$ cat src/rtl/afc_pkg.sv
package afc_pkg;
  localparam int MAC_BYTES = 6;
  localparam int MAC_W     = 8 * MAC_BYTES;
  localparam int HALF_W    = 16;

  typedef enum logic [1:0] {
    LD_IDLE,
    LD_ENTRY,
    LD_MASK
  } ld_state_e;

  typedef struct packed {
    logic accept;
    logic bcast;
    logic mcast;
  } verdict_t;

  // Group (multicast) bit: bit 0 of the first byte on the wire.
  function automatic logic group_bit(input logic [MAC_W-1:0] a);
    return a[0];
  endfunction

  function automatic logic all_ones(input logic [MAC_W-1:0] a);
    return &a;
  endfunction

  // Byte offset of descriptor word w inside one descriptor.
  function automatic logic [4:0] word_offset(input logic [1:0] w, input logic wide);
    return wide ? {1'b0, w, 2'b00} : {2'b00, w, 1'b0};
  endfunction

  // Byte distance between consecutive descriptors.
  function automatic logic [4:0] desc_stride(input logic wide);
    return wide ? 5'd16 : 5'd8;
  endfunction

  // Fixed priority decision: promiscuous, all-multicast, broadcast, table hit.
  function automatic verdict_t decide(input logic promisc, input logic allmc,
                                      input logic bcen, input logic hit,
                                      input logic [MAC_W-1:0] a);
    verdict_t v;
    v = '0;
    if (promisc && !group_bit(a)) begin
      v.accept = 1'b1;
    end else if (allmc && group_bit(a)) begin
      v.accept = 1'b1;
      v.mcast  = 1'b1;
    end else if (bcen && all_ones(a)) begin
      v.accept = 1'b1;
      v.bcast  = 1'b1;
    end else if (hit) begin
      v.accept = 1'b1;
    end
    return v;
  endfunction
endpackage

$ cat src/rtl/afc_cam_table.sv
module afc_cam_table
  import afc_pkg::*;
#(
  parameter int ENTRIES = 16
) (
  input  logic                       clk,
  input  logic                       rst_n,
  input  logic                       wr_en,
  input  logic [$clog2(ENTRIES)-1:0] wr_idx,
  input  logic [1:0]                 wr_part,
  input  logic [HALF_W-1:0]          wr_data,
  input  logic                       mask_wr,
  input  logic [ENTRIES-1:0]         mask_data,
  input  logic [MAC_W-1:0]           lookup,
  output logic                       hit,
  input  logic                       rb_en,
  input  logic [$clog2(ENTRIES)-1:0] rb_idx,
  input  logic [1:0]                 rb_part,
  output logic [HALF_W-1:0]          rb_data
);
  localparam int IDX_W = $clog2(ENTRIES);

  logic [MAC_W-1:0]   ent [ENTRIES];
  logic [ENTRIES-1:0] en_mask;
  logic [ENTRIES-1:0] match;

  for (genvar g = 0; g < ENTRIES; g++) begin : g_entry
    always_ff @(posedge clk or negedge rst_n) begin
      if (!rst_n) begin
        ent[g] <= '0;
      end else if (wr_en && (wr_idx == IDX_W'(g))) begin
        case (wr_part)
          2'd0:    ent[g][15:0]  <= wr_data;
          2'd1:    ent[g][31:16] <= wr_data;
          2'd2:    ent[g][47:32] <= wr_data;
          default: ent[g]        <= ent[g];
        endcase
      end
    end
    assign match[g] = en_mask[g] && (ent[g] == lookup);
  end

  always_ff @(posedge clk or negedge rst_n) begin
    if (!rst_n)       en_mask <= '0;
    else if (mask_wr) en_mask <= mask_data;
  end

  assign hit = |match;

  always_comb begin
    rb_data = '0;
    if (rb_en) begin
      case (rb_part)
        2'd0:    rb_data = ent[rb_idx][15:0];
        2'd1:    rb_data = ent[rb_idx][31:16];
        2'd2:    rb_data = ent[rb_idx][47:32];
        default: rb_data = '0;
      endcase
    end
  end
endmodule

$ cat src/rtl/afc_load_engine.sv
module afc_load_engine
  import afc_pkg::*;
#(
  parameter int ENTRIES = 16,
  parameter int MADDR_W = 32,
  parameter int CNT_W   = 5
) (
  input  logic                       clk,
  input  logic                       rst_n,
  input  logic                       start,
  input  logic [CNT_W-1:0]           count,
  input  logic [MADDR_W-1:0]         base,
  input  logic                       wide,
  output logic                       mem_req,
  output logic [MADDR_W-1:0]         mem_addr,
  input  logic                       mem_valid,
  input  logic [HALF_W-1:0]          mem_rdata,
  output logic                       busy,
  output logic                       done,
  output logic                       wr_en,
  output logic [$clog2(ENTRIES)-1:0] wr_idx,
  output logic [1:0]                 wr_part,
  output logic [HALF_W-1:0]          wr_data,
  output logic                       mask_wr,
  output logic [ENTRIES-1:0]         mask_data
);
  localparam int IDX_W = $clog2(ENTRIES);

  ld_state_e          st;
  logic [CNT_W-1:0]   cnt;
  logic [MADDR_W-1:0] ptr;
  logic [IDX_W-1:0]   idx;
  logic [1:0]         word;
  logic               wide_q;
  logic               done_q;
  logic               last_word;

  assign last_word = (word == 2'd3);

  always_comb begin
    mem_req   = (st != LD_IDLE);
    mem_addr  = ptr + ((st == LD_ENTRY) ? MADDR_W'(word_offset(word, wide_q)) : '0);
    wr_en     = (st == LD_ENTRY) && mem_valid;
    wr_idx    = idx;
    wr_part   = word - 2'd1;
    wr_data   = mem_rdata;
    mask_wr   = (st == LD_MASK) && mem_valid;
    mask_data = mem_rdata[ENTRIES-1:0];
    busy      = (st != LD_IDLE);
    done      = done_q;
  end

  always_ff @(posedge clk or negedge rst_n) begin
    if (!rst_n) begin
      st     <= LD_IDLE;
      cnt    <= '0;
      ptr    <= '0;
      idx    <= '0;
      word   <= 2'd1;
      wide_q <= 1'b0;
      done_q <= 1'b0;
    end else begin
      done_q <= 1'b0;
      case (st)
        LD_IDLE: begin
          if (start) begin
            cnt    <= count;
            ptr    <= base;
            idx    <= '0;
            word   <= 2'd1;
            wide_q <= wide;
            st     <= (count == '0) ? LD_MASK : LD_ENTRY;
          end
        end
        LD_ENTRY: begin
          if (mem_valid) begin
            if (last_word) begin
              word <= 2'd1;
              cnt  <= cnt - CNT_W'(1);
              ptr  <= ptr + MADDR_W'(desc_stride(wide_q));
              idx  <= idx + IDX_W'(1);
              if (cnt == CNT_W'(1)) st <= LD_MASK;
            end else begin
              word <= word + 2'd1;
            end
          end
        end
        LD_MASK: begin
          if (mem_valid) begin
            st     <= LD_IDLE;
            done_q <= 1'b1;
          end
        end
        default: st <= LD_IDLE;
      endcase
    end
  end
endmodule

$ cat src/rtl/afc_filter_stage.sv
module afc_filter_stage
  import afc_pkg::*;
(
  input  logic             clk,
  input  logic             rst_n,
  input  logic             dst_valid,
  input  logic [MAC_W-1:0] dst_addr,
  input  logic             promisc_en,
  input  logic             all_mcast_en,
  input  logic             bcast_en,
  input  logic             cam_hit,
  output logic             verdict_valid,
  output logic             accept,
  output logic             is_bcast,
  output logic             is_mcast
);
  verdict_t nxt;
  verdict_t v_q;
  logic     vld_q;

  assign nxt = decide(promisc_en, all_mcast_en, bcast_en, cam_hit, dst_addr);

  always_ff @(posedge clk or negedge rst_n) begin
    if (!rst_n) begin
      vld_q <= 1'b0;
      v_q   <= '0;
    end else begin
      vld_q <= dst_valid;
      v_q   <= dst_valid ? nxt : '0;
    end
  end

  assign verdict_valid = vld_q;
  assign accept        = v_q.accept;
  assign is_bcast      = v_q.bcast;
  assign is_mcast      = v_q.mcast;
endmodule

$ cat src/rtl/addr_filter_cam.sv
module addr_filter_cam
  import afc_pkg::*;
#(
  parameter int ENTRIES = 16,
  parameter int MADDR_W = 32,
  parameter int CNT_W   = 5
) (
  input  logic                       clk,
  input  logic                       rst_n,
  input  logic                       in_reset,
  input  logic                       wide_mode,
  input  logic                       promisc_en,
  input  logic                       all_mcast_en,
  input  logic                       bcast_en,
  input  logic                       load_start,
  input  logic [CNT_W-1:0]           load_count,
  input  logic [MADDR_W-1:0]         load_base,
  output logic                       load_busy,
  output logic                       load_done,
  output logic                       mem_req,
  output logic [MADDR_W-1:0]         mem_addr,
  input  logic                       mem_valid,
  input  logic [15:0]                mem_rdata,
  input  logic                       dst_valid,
  input  logic [47:0]                dst_addr,
  output logic                       verdict_valid,
  output logic                       accept,
  output logic                       is_bcast,
  output logic                       is_mcast,
  input  logic [$clog2(ENTRIES)-1:0] rb_index,
  input  logic [1:0]                 rb_sel,
  output logic [15:0]                rb_data
);
  localparam int IDX_W = $clog2(ENTRIES);

  // Internal events, brought out by name for the checker.
  logic              cam_wr_en;
  logic [IDX_W-1:0]  cam_wr_idx;
  logic [1:0]        cam_wr_part;
  logic [HALF_W-1:0] cam_wr_data;
  logic              mask_wr;
  logic [ENTRIES-1:0] mask_data;
  logic              cam_hit;

  afc_load_engine #(
    .ENTRIES(ENTRIES), .MADDR_W(MADDR_W), .CNT_W(CNT_W)
  ) u_load (
    .clk       (clk),
    .rst_n     (rst_n),
    .start     (load_start),
    .count     (load_count),
    .base      (load_base),
    .wide      (wide_mode),
    .mem_req   (mem_req),
    .mem_addr  (mem_addr),
    .mem_valid (mem_valid),
    .mem_rdata (mem_rdata),
    .busy      (load_busy),
    .done      (load_done),
    .wr_en     (cam_wr_en),
    .wr_idx    (cam_wr_idx),
    .wr_part   (cam_wr_part),
    .wr_data   (cam_wr_data),
    .mask_wr   (mask_wr),
    .mask_data (mask_data)
  );

  afc_cam_table #(.ENTRIES(ENTRIES)) u_table (
    .clk       (clk),
    .rst_n     (rst_n),
    .wr_en     (cam_wr_en),
    .wr_idx    (cam_wr_idx),
    .wr_part   (cam_wr_part),
    .wr_data   (cam_wr_data),
    .mask_wr   (mask_wr),
    .mask_data (mask_data),
    .lookup    (dst_addr),
    .hit       (cam_hit),
    .rb_en     (in_reset),
    .rb_idx    (rb_index),
    .rb_part   (rb_sel),
    .rb_data   (rb_data)
  );

  afc_filter_stage u_filter (
    .clk           (clk),
    .rst_n         (rst_n),
    .dst_valid     (dst_valid),
    .dst_addr      (dst_addr),
    .promisc_en    (promisc_en),
    .all_mcast_en  (all_mcast_en),
    .bcast_en      (bcast_en),
    .cam_hit       (cam_hit),
    .verdict_valid (verdict_valid),
    .accept        (accept),
    .is_bcast      (is_bcast),
    .is_mcast      (is_mcast)
  );
endmodule

$ cat config.mk
export PLATFORM = sky130hd
export DESIGN_NAME = addr_filter_cam
export DESIGN_NICKNAME = d
export VERILOG_FILES = /design/src/rtl/afc_pkg.sv /design/src/rtl/afc_cam_table.sv /design/src/rtl/afc_load_engine.sv /design/src/rtl/afc_filter_stage.sv /design/src/rtl/addr_filter_cam.sv
export SDC_FILE = /design/constraint.sdc
export NUM_CORES = 2
export LEC_CHECK = 0
export BUFFER_PORTS_ARGS = -buffer_cell sky130_fd_sc_hd__buf_2
export CORE_MARGIN = 5
export CORE_UTILIZATION = 40
export CTS_BUF_LIST = sky130_fd_sc_hd__clkbuf_4
export DETAILED_ROUTE_END_ITERATION = 16
export GPL_ROUTABILITY_DRIVEN = 0
export HOLD_SLACK_MARGIN = 0.06
export SYNTH_ARGS = -nofsm -noshare
export SYNTH_HDL_FRONTEND = slang
export SYNTH_SLANG_ARGS = --single-unit
$ cat constraint.sdc
create_clock -name clk -period 4.2 [get_ports clk]
set_input_delay 0 -clock clk [delete_from_list [all_inputs] [get_ports clk]]
set_output_delay 0 -clock clk [all_outputs]
set_load 0.1 [all_outputs]
### Word-level counts from Yosys, hierarchy flattened

Cells that the tools add are included.

* register bits after elaboration: 835
* latch bits: 0
* bits in writable memories: 0
* bits in read-only memories: 0
* logic and storage cells: 253
* memories kept: 0

* $add $sub $neg: 6
* $mul: 0
* div/mod/pow operators: 0
* magnitude comparators: 1
* equality and inequality tests: 44
* shift-type cells: 0
* mux-type cells: 42
* bitwise gates (word level): 1
* reductions and logical operators: 99

Operators by type and width (count)
* 48-bit equality test: 16
* 48-bit binary-select mux with 4-bit select: 1
* 2-bit AND reduction: 49
* 32-bit two-way mux: 3
* 48-bit two-way mux: 2
* 32-bit case mux with 2 select lines: 1
* 16-bit case mux with 3 select lines: 1
* 48-bit AND reduction: 1
* 1-bit logical AND: 37
* 32-bit adder: 1
* 32-bit by 5-bit adder with 32-bit output: 1
* 4-bit equality test (second input constant): 8
* 5-bit two-way mux: 5
* 2-bit two-way mux: 10
* 4-bit by 3-bit equality test with 1-bit output (second input constant): 4
* 16-bit two-way mux: 1
* 4-bit two-way mux: 4
* 16-bit OR reduction: 1
* 5-bit case mux with 2 select lines: 1
* 1-bit two-way mux: 9
* 2-bit equality test (second input constant): 4
* 4-bit by 2-bit equality test with 1-bit output (second input constant): 2
* 2-bit != test (second input constant): 4
* 4-bit case mux with 2 select lines: 1
* other kinds (21): 26

### Depth between registers and ports, before layout

* depth in word-level cells: 8
* gate-level depth with buffers: 15
* mapped depth without buffers: 12

### By module

From an unflattened synthesis, not the netlist that was laid out.

* cells, all modules: 3840
* area, all modules: 48322.6 µm²

By module, submodules not included
* afc_cam_table: instances 1, cells each 3349, area each 44247.4 µm², seq. area each 19618.8 µm²
* afc_load_engine: instances 1, cells each 464, area each 3831.2 µm², seq. area each 1177.4 µm²
* afc_filter_stage: instances 1, cells each 27, area each 244.0 µm², seq. area each 100.1 µm²

### Worst setup path before layout

Ideal clock, no wire load.

* path type: flip-flop to output port
* from: register u_load.st[1]
* to: output mem_addr[25]
* arrival time: 4.443 ns
* setup slack: -0.243 ns
* stages on the path, launching flop included: 16
* buffers on the path: 3
* cells stage by stage: dfrtp_1 > buf_2 > nand2b_1 > clkbuf_1 > buf_1 > nor3_1 > ha_1 > inv_1 > fa_1 > nor2b_1 > o211a_1 > nand2_1 > nor3_1 > nand3_1 > nor4_1 > xor2_1

* cells in the longest elaborated chain, start to end: 3

Ends and longest elaborated chain
* from (decl): RTL line afc_load_engine.sv:29 `ld_state_e st;`
* from (signal assigned): RTL line afc_load_engine.sv:72 `st <= (count == '0) ? LD_MASK : LD_ENTRY;`
* 2-bit by 1-bit equality test with 1-bit output: RTL line afc_load_engine.sv:42 `mem_addr = ptr + ((st == LD_ENTRY) ? MADDR_W'(word_offset(word, wide_q)) : '0);`
* 5-bit two-way mux: RTL line afc_load_engine.sv:42
* 32-bit adder: RTL line afc_load_engine.sv:42
* to (decl): RTL line addr_filter_cam.sv:21 `output logic [MADDR_W-1:0] mem_addr,`

Every way passes these cells.

### Worst setup path in the final report

* from: register u_load.word[0]
* to: output mem_addr[23]

* cells in the longest elaborated chain, start to end: 3

Ends and longest elaborated chain
* from (decl): RTL line afc_load_engine.sv:33 `logic [1:0] word;`
* from (signal assigned): RTL line afc_load_engine.sv:84 `word <= word + 2'd1;`
* 4-bit two-way mux: RTL line afc_pkg.sv:29 `return wide ? {1'b0, w, 2'b00} : {2'b00, w, 1'b0};`
* 5-bit two-way mux: RTL line afc_load_engine.sv:42
* 32-bit adder: RTL line afc_load_engine.sv:42

Every way passes these cells.

==> summary.txt <==
Setup path
  – CP Capture Type: output port
  – CP max stage delay: 0.54 ns
  – CP max FO: 6
  – Worst-case reg-to-reg path depth: 8
  – Startpoint types: flip-flop
  – Cell chain of the critical path: inv_1, nor3_2, ha_2, inv_2, fa_2, nor2b_2, o211a_4, nand2_2, nor3_4, nand3_4, buf_12, nor3_4, xor2_2, buf_12
  – Critical Path AT: 4.08 ns
  – CP max-delay cell: dfstp_2
  – R2r setup slk: 0.16 ns
  – Critical Path RT: 4.20 ns
  – Crit path kind: reg2out

Clock network
  – CTS Buf Count: 227
  – Root buffer cell: clkbuf_4
  – Clock Sink Count: 835
  – Worst-Skew Late Latency: 1.19 ns
  – Clock slew at the register clock pins of the worst setup and hold paths: 0.09 ns
  – Htree depth: 4
  – Deepest clock path buffer count: 3
  – CTS tree: built

Routing
  – Via count: 38.1k
  – Via/cell ratio: 6.32
  – WL final: 215,000 µm
  – ANT nets after route: 0
  – DR WL/cell: 35.5 µm
  – Initial drt markers: 5,376
  – Remaining DRCs: 0
  – Pre-antenna DRT Iters: 8

Synthesis
  – Synthesized cell area: 0.0483 mm²
  – Commonest register cell after synthesis: dfrtp_1
  – Post-synth EDFFs: 0
  – Sequential area share after synthesis: 0.432
  – Flop and latch count out of synthesis: 835
  – Netlist cell types: 64
  – Synth warnings: 0
  – Top cells by area, synth: dfrtp_1 (43%), mux2_2 (17%), mux4_2 (11%)
  – Adder-Cell Fraction of Synth Area: 0.00445
  – Yosys top cell area share: 0.432
  – Area leader, netlist: dfrtp_1
  – Fraction of registers with async set/reset: 1.00
  – Top-count cell post-synth: dfrtp_1
  – Synthesized-area fraction occupied by and/or/nand/nor cells: 0.0709
  – Top post-synthesis cells by count: dfrtp_1 (834), mux2_2 (749), xor2_1 (396), xnor2_1 (348), mux4_2 (240)
  – Multiplexer area fraction after synthesis: 0.290
  – Syn_nets: 3,975
  – Mean Syn Cell Area: 12.6 µm²
  – Synthesized instance count: 3,842
  – Xor-xnor portion of the synthesized cell area: 0.135
  – Synth Area in Compound Gates: 0.0291
  – Largest family of logic cells by synthesized area: multiplexers

Layout
  – Non-Filler Instances: 6,038
  – Fin nets: 4,356
  – Area Overhead vs Synth: 16.5%
  – Fillers: 10.9k
  – Layout cells sized above 1: 0.396

Power and ir drop
  – Pint: 19.5 mW
  – Combinational Power Share: 0.386
  – Pleak: 25.3 nW
  – Worst vdd ir: 0.000803 V
  – Clk pwr share: 0.231
  – Psw: 13.7 mW
  – Power per cell area: 590 mW/mm²
  – Reg power frac: 0.383
  – Switching Share: 0.412

Timing
  – Final hold violation count: 0
  – Setup violators final: 0
  – Max-slew headroom: 0.198
  – Worst-margin pin slew: 1.19 ns
  – Period minus WS final: 4.08 ns
  – Fmax: 245 MHz
  – Worst Skew: 0.0997 ns
  – Hold Slack: 0.166 ns
  – Pins Over Slew Limit: 0
  – Tcrit/Tclk final: 0.973

Die
  – Number of I/O pins: 172
  – Row count: 127
  – Die H: 358 µm
  – Core Area: 0.120 mm²
  – Die X: 358 µm
  – Initial core utilization: 0.403
  – Die footprint: 0.128 mm²

Min path
  – Hold crit path type: in2async

Run status
  – Status: completed

Global routing
  – Number of global-route vias before repair: 37.3k
  – First-pass GRT wire length: 296,000 µm
  – All-Layer GR Usage: 0.331
  – GRT Residual Overflow: 0
  – Largest net degree at the start of global routing: 120
  – Initial antenna violation count: 38

Place
  – PortBufs: 171
  – Inst Count DP: 5,423
  – DP Wirelength: 150,000 µm

Job
  – Max cap viols: 0
-- final timing paths --
kind / endpoint / startpoint
worst max-delay path: mem_addr[23] / u_load.word[0]
worst min-delay path: u_table.en_mask[4] / rst_n
worst max register to register: u_filter.accept / u_table.ent[343]
worst min register to register: u_table.en_mask[5] / u_table.en_mask[5]
max in group asynchronous: u_table.ent[465] / rst_n
min in group clk: u_table.en_mask[15] / mem_rdata[15]
-- layer usage --
layer	vias up	global-route usage	share of wire
met1	19679	0.420	0.37
met5	-	0.000755	0.00050
li1	14812	-	-
met3	794	0.126	0.13
met2	2847	0.468	0.42
met4	16	0.223	0.083
-- cell usage in the layout (no fill, tap or decap), drive strengths merged, types with 6 or more instances in the layout --
cell           n
o22ai         47
clkinv        44
nand2b         6
buf          308
mux4         240
inv           85
a221oi         8
clkinvlp       6
dlygate4sd3  174
a21oi         59
nor4         111
dfrtp        834
nor2          75
diode         28
xnor2        348
o21ai         59
nor2b          7
nand3         57
mux2i         18
and2          16
nor3          34
nand4        129
nand2        143
xor2         396
o32ai          8
clkbuf       350
ha            14
mux2         749
-- state kept, by name (all words and copies together) (netlist names), 2 cells and up --
register / cells
u_load.cnt: 5
u_load.ptr: 32
u_load.st: 2
u_load.word: 2
u_load.wr_idx: 4
u_table.en_mask: 16
u_table.ent: 768
-- cell type report --
type                    instances  area (µm²)  share of cell area
diodes                         28        70.1             0.00125
clock buffers                 350        2630              0.0467
clock inverters                54         337             0.00598
inverters                      84         315             0.00560
multi-input cells            2593       25800               0.458
flip-flops and latches        835       20900               0.371
well taps                    1612        2020              0.0358
repair buffers                482        4250              0.0756
-- power groups by stage --
| stage | Clock [mW] | Combinational (mW) | Sequential, mW |
|---|---|---|---|
| after detailed placement | 0 | 11.9 | 12.7 |
| final | 7.68 | 12.8 | 12.7 |
| after global placement | 0 | 11.9 | 12.6 |
| after global routing | 8.21 | 13.1 | 12.9 |
| after CTS | 7.74 | 12.4 | 12.6 |
| after floorplan | 0 | 8.14 | 11.8 |
-- per-stage QoR --
step	power, mW	TNS (ns)	worst slack, ns	cell area, µm²	util
6_report	33.2	0	0.115	56300	0.469
2_1_floorplan	19.9	-0.142	-0.142	48400	-
5_1_grt	34.2	-0.218	-0.0621	56200	0.469
3_3_place_gp	24.5	0	0.617	51300	0.427
4_1_cts	32.7	-0.114	-0.0446	56200	0.468
3_5_place_dp	24.6	0	0.656	51300	0.427
-- cells by family after synthesis --
group | count (synthesis)
flops | 835
xor+xnor | 744
compound gates | 226
buf+inv | 414
fa+ha+maj | 16
simple gates | 600
mux | 1007
-- worst max-delay path: cells and delay by family, from the launching register on --
kind	cells	cell delay, ns
flops	1	0.54
buf+inv	4	0.48
fa+ha+maj	2	0.56
xor+xnor	1	0.21
simple gates	6	0.86
compound gates	1	0.22
-- repair_timing --
action / 4_1_cts / 5_1_grt
pin swaps: 8 / 3
resized for setup: 20 / 5
gates cloned: 0 / 0
hold buffers: 175 / 0
endpoints found under the hold margin: 1670 / 0
setup endpoints to repair: 17 / 15
setup buffers: 6 / 2
Power figures use the tool's default switching activity.
